<file path="config.mk">
export PLATFORM = sky130hd
export DESIGN_NAME = gpio_port
export DESIGN_NICKNAME = d
export VERILOG_FILES = /design/src/rtl/gpio_port_pkg.sv /design/src/rtl/gpio_port_ctrl.sv /design/src/rtl/gpio_port_dp.sv /design/src/rtl/gpio_port.sv
export SDC_FILE = /design/constraint.sdc
export NUM_CORES = 1
export LEC_CHECK = 0
export ABC_CLOCK_PERIOD_IN_PS = 2700
export CAP_MARGIN = 10
export CELL_PAD_IN_SITES_DETAIL_PLACEMENT = 0
export CELL_PAD_IN_SITES_GLOBAL_PLACEMENT = 1
export CORE_MARGIN = 1.5
export CORE_UTILIZATION = 36
export CTS_CLUSTER_SIZE = 40
export DETAILED_ROUTE_END_ITERATION = 8
export HOLD_SLACK_MARGIN = 0.12
export PLACE_DENSITY = 0.87
export SLEW_MARGIN = 40
export SYNTH_ARGS = -nofsm -noshare
export SYNTH_HDL_FRONTEND = slang
export SYNTH_HIERARCHICAL = 1
export SYNTH_SLANG_ARGS = --single-unit
</file>
<file path="constraint.sdc">
create_clock -name clk -period 2.7 [get_ports clk]
set_input_delay 0.81 -clock clk [delete_from_list [all_inputs] [get_ports clk]]
set_output_delay 0.81 -clock clk [all_outputs]
set_load 0.03 [all_outputs]
</file>
<file path="src/rtl/gpio_port_pkg.sv">
package gpio_port_pkg;

  typedef enum logic [1:0] {
    SEL_LEVEL = 2'd0,
    SEL_DIR   = 2'd1,
    SEL_PIN   = 2'd2,
    SEL_NONE  = 2'd3
  } regSel_e;

  typedef struct packed {
    logic    wrLevel;
    logic    wrDir;
    regSel_e rdSel;
  } portStrobe_t;

endpackage

</file>
<file path="src/rtl/gpio_port_ctrl.sv">
module gpio_port_ctrl
  import gpio_port_pkg::*;
#(
  parameter int ADDR_W = 2
) (
  input  logic [ADDR_W-1:0] regAddr,
  input  logic              regWrEn,
  output portStrobe_t       strobe
);

  regSel_e sel;

  always_comb begin
    case (regAddr)
      ADDR_W'(0): sel = SEL_LEVEL;
      ADDR_W'(1): sel = SEL_DIR;
      ADDR_W'(2): sel = SEL_PIN;
      default:    sel = SEL_NONE;
    endcase
  end

  always_comb begin
    strobe.rdSel   = sel;
    strobe.wrLevel = regWrEn && (sel == SEL_LEVEL);
    strobe.wrDir   = regWrEn && (sel == SEL_DIR);
  end

endmodule

</file>
<file path="src/rtl/gpio_port_dp.sv">
module gpio_port_dp
  import gpio_port_pkg::*;
#(
  parameter int WIDTH       = 8,
  parameter int SYNC_STAGES = 2
) (
  input  logic             clk,
  input  logic             rstN,
  input  portStrobe_t      strobe,
  input  logic [WIDTH-1:0] regWrData,
  input  logic             pullDisable,
  input  logic             sleepReq,
  input  logic [WIDTH-1:0] padIn,
  output logic [WIDTH-1:0] regRdData,
  output logic [WIDTH-1:0] padOe,
  output logic [WIDTH-1:0] padOut,
  output logic [WIDTH-1:0] padPullEn
);

  localparam int LAST = SYNC_STAGES - 1;

  logic [WIDTH-1:0] levelReg;
  logic [WIDTH-1:0] dirReg;
  logic [WIDTH-1:0] gatedIn;
  logic [WIDTH-1:0] syncQ [SYNC_STAGES];

  always_ff @(posedge clk or negedge rstN) begin
    if (!rstN) begin
      levelReg <= '0;
      dirReg   <= '0;
    end else begin
      if (strobe.wrLevel) levelReg <= regWrData;
      if (strobe.wrDir)   dirReg   <= regWrData;
    end
  end

  // Sleep gates the pads before the first flop so nothing toggles downstream.
  assign gatedIn = sleepReq ? '0 : padIn;

  for (genvar s = 0; s < SYNC_STAGES; s++) begin : g_sync
    always_ff @(posedge clk or negedge rstN) begin
      if (!rstN)       syncQ[s] <= '0;
      else if (s == 0) syncQ[s] <= gatedIn;
      else             syncQ[s] <= syncQ[(s == 0) ? 0 : s-1];
    end
  end

  for (genvar p = 0; p < WIDTH; p++) begin : g_pin
    assign padOe[p]     = dirReg[p];
    assign padOut[p]    = dirReg[p] & levelReg[p];
    assign padPullEn[p] = ~dirReg[p] & levelReg[p] & ~pullDisable;
  end

  always_comb begin
    case (strobe.rdSel)
      SEL_LEVEL: regRdData = levelReg;
      SEL_DIR:   regRdData = dirReg;
      SEL_PIN:   regRdData = syncQ[LAST];
      default:   regRdData = '0;
    endcase
  end

endmodule

</file>
<file path="src/rtl/gpio_port.sv">
module gpio_port
  import gpio_port_pkg::*;
#(
  parameter int WIDTH       = 8,
  parameter int ADDR_W      = 2,
  parameter int SYNC_STAGES = 2
) (
  input  logic              clk,
  input  logic              rstN,
  input  logic [ADDR_W-1:0] regAddr,
  input  logic              regWrEn,
  input  logic [WIDTH-1:0]  regWrData,
  output logic [WIDTH-1:0]  regRdData,
  input  logic              pullDisable,
  input  logic              sleepReq,
  input  logic [WIDTH-1:0]  padIn,
  output logic [WIDTH-1:0]  padOe,
  output logic [WIDTH-1:0]  padOut,
  output logic [WIDTH-1:0]  padPullEn
);

  portStrobe_t strobe;

  gpio_port_ctrl #(.ADDR_W(ADDR_W)) u_ctrl (
    .regAddr (regAddr),
    .regWrEn (regWrEn),
    .strobe  (strobe)
  );

  gpio_port_dp #(.WIDTH(WIDTH), .SYNC_STAGES(SYNC_STAGES)) u_dp (
    .clk         (clk),
    .rstN        (rstN),
    .strobe      (strobe),
    .regWrData   (regWrData),
    .pullDisable (pullDisable),
    .sleepReq    (sleepReq),
    .padIn       (padIn),
    .regRdData   (regRdData),
    .padOe       (padOe),
    .padOut      (padOut),
    .padPullEn   (padPullEn)
  );

endmodule

</file>
==> flow_summary.yaml <==
clocking:
  insertion_delay_ns: 0.27
  cts_tree: "built"
  cts_buffer_depth: 2
  htree_levels: 2
  cts-buffers-inserted: 5
  root_buffer: "clkbuf_8"
  cts.clk_slew.worst_paths_ns: 0.06
  cts_hold_buf: 0
  cts_sinks: 32
timing:
  final_hold_viol_count: 0
  fmax_mhz: 386
  finClkSkew_ns: 0.00214
  min_period_over_period_pct: 95.9
  tns_ns: 0
  fin_crit_ns: 2.59
  slew_headroom_pct: 74.2
  slew_violations: 0
  worst_slew_pin_slew_ns: 0.386
  rsz0062_at_grt: "false"
  setup_viol: 0
logic_synthesis:
  synth_top_area_share_pct: 58.0
  ys_seq_area_share_pct: 58.0
  syn_inst: 99
  ys.flop_type: "dfrtp_1"
  async_flop_share_pct: 100
  synth_common_cells: "dfrtp_1 (32), mux2_2 (16)"
  ys_ff_latch: 32
  yosysTopAreaCell: "dfrtp_1"
  syn_area_um2: 1380
  synth.area.top_cells: "dfrtp_1 (58%), mux2_2 (13%), mux2i_1 (5.8%)"
  ys_warn_count: 6
  synth_edf_count: 0
  yosysMostFrequentCell: "dfrtp_1"
  synth.net_count: 122
  syn-mean-instance-area_um2: 14.0
  ys_types: 13
setup_path:
  arrival_ns: 1.78
  max_stage_delay_ns: 0.39
  crit_path_top_delay_cell: "clkdlybuf4s50_1"
  cp-start-kind: "input pin"
  critPathCaptureType: "output port"
  path_cells: "clkdlybuf4s50_1 -> buf_4 -> nor3b_1 -> buf_4"
  path_common_cell: "buf_4"
  crit_fanout: 8
  required_ns: 1.89
  path_class: "in -> out"
finish:
  finalInstanceArea_um2: 2170
  diodes: 0
  fin_util_pct: 59.4
  syn2layout_area_growth_pct: 57.3
  drive_gt1_share_pct: 35.6
  fillers: 310
  final_nets: 182
grt:
  gr-usage-met1_pct: 18.6
  grt_pass1_vias: 1032
  use_met3_pct: 3.99
  grt_start_max_net_pins: 33
  antenna_found_initial: 0
  top_usage_layer: "met2"
  met2_usage_pct: 28.7
  grt_usage_pct: 16.1
  overflow: 0
  grt_pass1_wl_mm: 5.02
power:
  leakage_nw: 0.944
  p_per_area_nw_per_um2: 676
  peakVddDrop_uv: 375
route:
  wire_per_inst_um: 14.8
  dr.first_iter.drc_count: 26
  drt_wl_total_mm: 3.07
  detail_route.first_pass.iterations: 4
  route.detailed.drc: 0
  via_per_inst: 4.68
  ant_nets: 0
  via_count: 973
min_path:
  min_path_type: "reg -> reg"
outcome:
  status: "finished clean"
floorplanning:
  dieArea_um2: 4220
  core_area_um2: 3660
  rows: 22
  die_w_um: 64.9
  start_util_pct: 37.7
  dieHeight_um: 64.9
  io_pins: 55
placement:
  gp_congestion: 0.770
  dpl_cell_area_um2: 1940
  io_buffers: 54
  dpl.hpwl_mm: 2.18
run:
  cap_violations: 0
## cells in the final DEF, fill, tap and decap left out, drive strengths merged
cell            n
buf            22
and2            8
dlymetal6s2s    1
mux2i           8
mux2           16
nor3b           9
and3b           1
o2bb2ai         8
clkdlybuf4s50  36
nor2b           9
bufbuf          1
clkbuf          9
dfrtp          32
## where the power goes
part	total [W]	switching, W	internal, W	leakage, nW
sequential	0.000597	0.0000597	0.000538	0.396
clock	0.000365	0.000158	0.000207	0.0455
combinational	0.000507	0.000258	0.000249	0.503
total	0.00147	0.000476	0.000994	0.944
## cells by family after synthesis
family	share of synthesized area (%)
simple gates	14.1
buf+inv	3.99
flops	58.0
mux	18.8
compound gates	5.07
## metal layers
| metal | wire length, um | up-vias |
|---|---|---|
| met5 | 0 | - |
| met4 | 27 | 0 |
| met3 | 122 | 2 |
| met2 | 1740 | 27 |
| met1 | 1180 | 480 |
| li1 | - | 464 |
## metrics by stage
stage	worst slack, ns	total power (W)	hold slack [ns]	std cells
global placement	-0.0991	0.00106	0.334	198
finish	0.111	0.00147	0.349	208
floorplan	0.176	0.000858	0.331	99
global route	0.0278	0.00154	0.361	208
CTS	0.0177	0.00148	0.350	208
detailed placement	-0.112	0.00107	0.336	198
## worst paths after layout
check                          startpoint                to  slack, ns  cells past startpoint
min                        u_dp/syncQ[13]     u_dp/syncQ[5]       0.35                      0
min reg2reg                u_dp/syncQ[13]     u_dp/syncQ[5]       0.35                      0
max                           pullDisable      padPullEn[7]       0.11                      4
max in group asynchronous            rstN  u_dp/levelReg[5]       1.49                      2
max reg2reg                 u_dp/padOe[3]     u_dp/padOe[3]       1.87                      1
min in group asynchronous            rstN  u_dp/levelReg[4]       0.92                      2
## worst max-delay path: cells and delay by family
kind	cells	cell delay, ns
simple gates	1	0.20
buf+inv	3	0.76
## state kept, by name, indices dropped and copies added, names as in the netlist
| name | flops |
|---|---|
| u_dp/syncQ | 16 |
| u_dp/padOe | 8 |
| u_dp/levelReg | 8 |
## cell type report
class	instances	area, um2	area share (%)
clock buffer	8	90.1	4.15
multi-input combinational	59	607	27.9
sequential	32	801	36.8
tap	48	60.1	2.76
timing repair buffer	61	616	28.3
## repair_timing
item / in CTS / in global routing
resized for setup: 17 / 3
setup buffers: 1 / 0
gates cloned: 1 / 0
endpoints found under the setup margin: 8 / 7
Power figures use the tool's default switching activity.
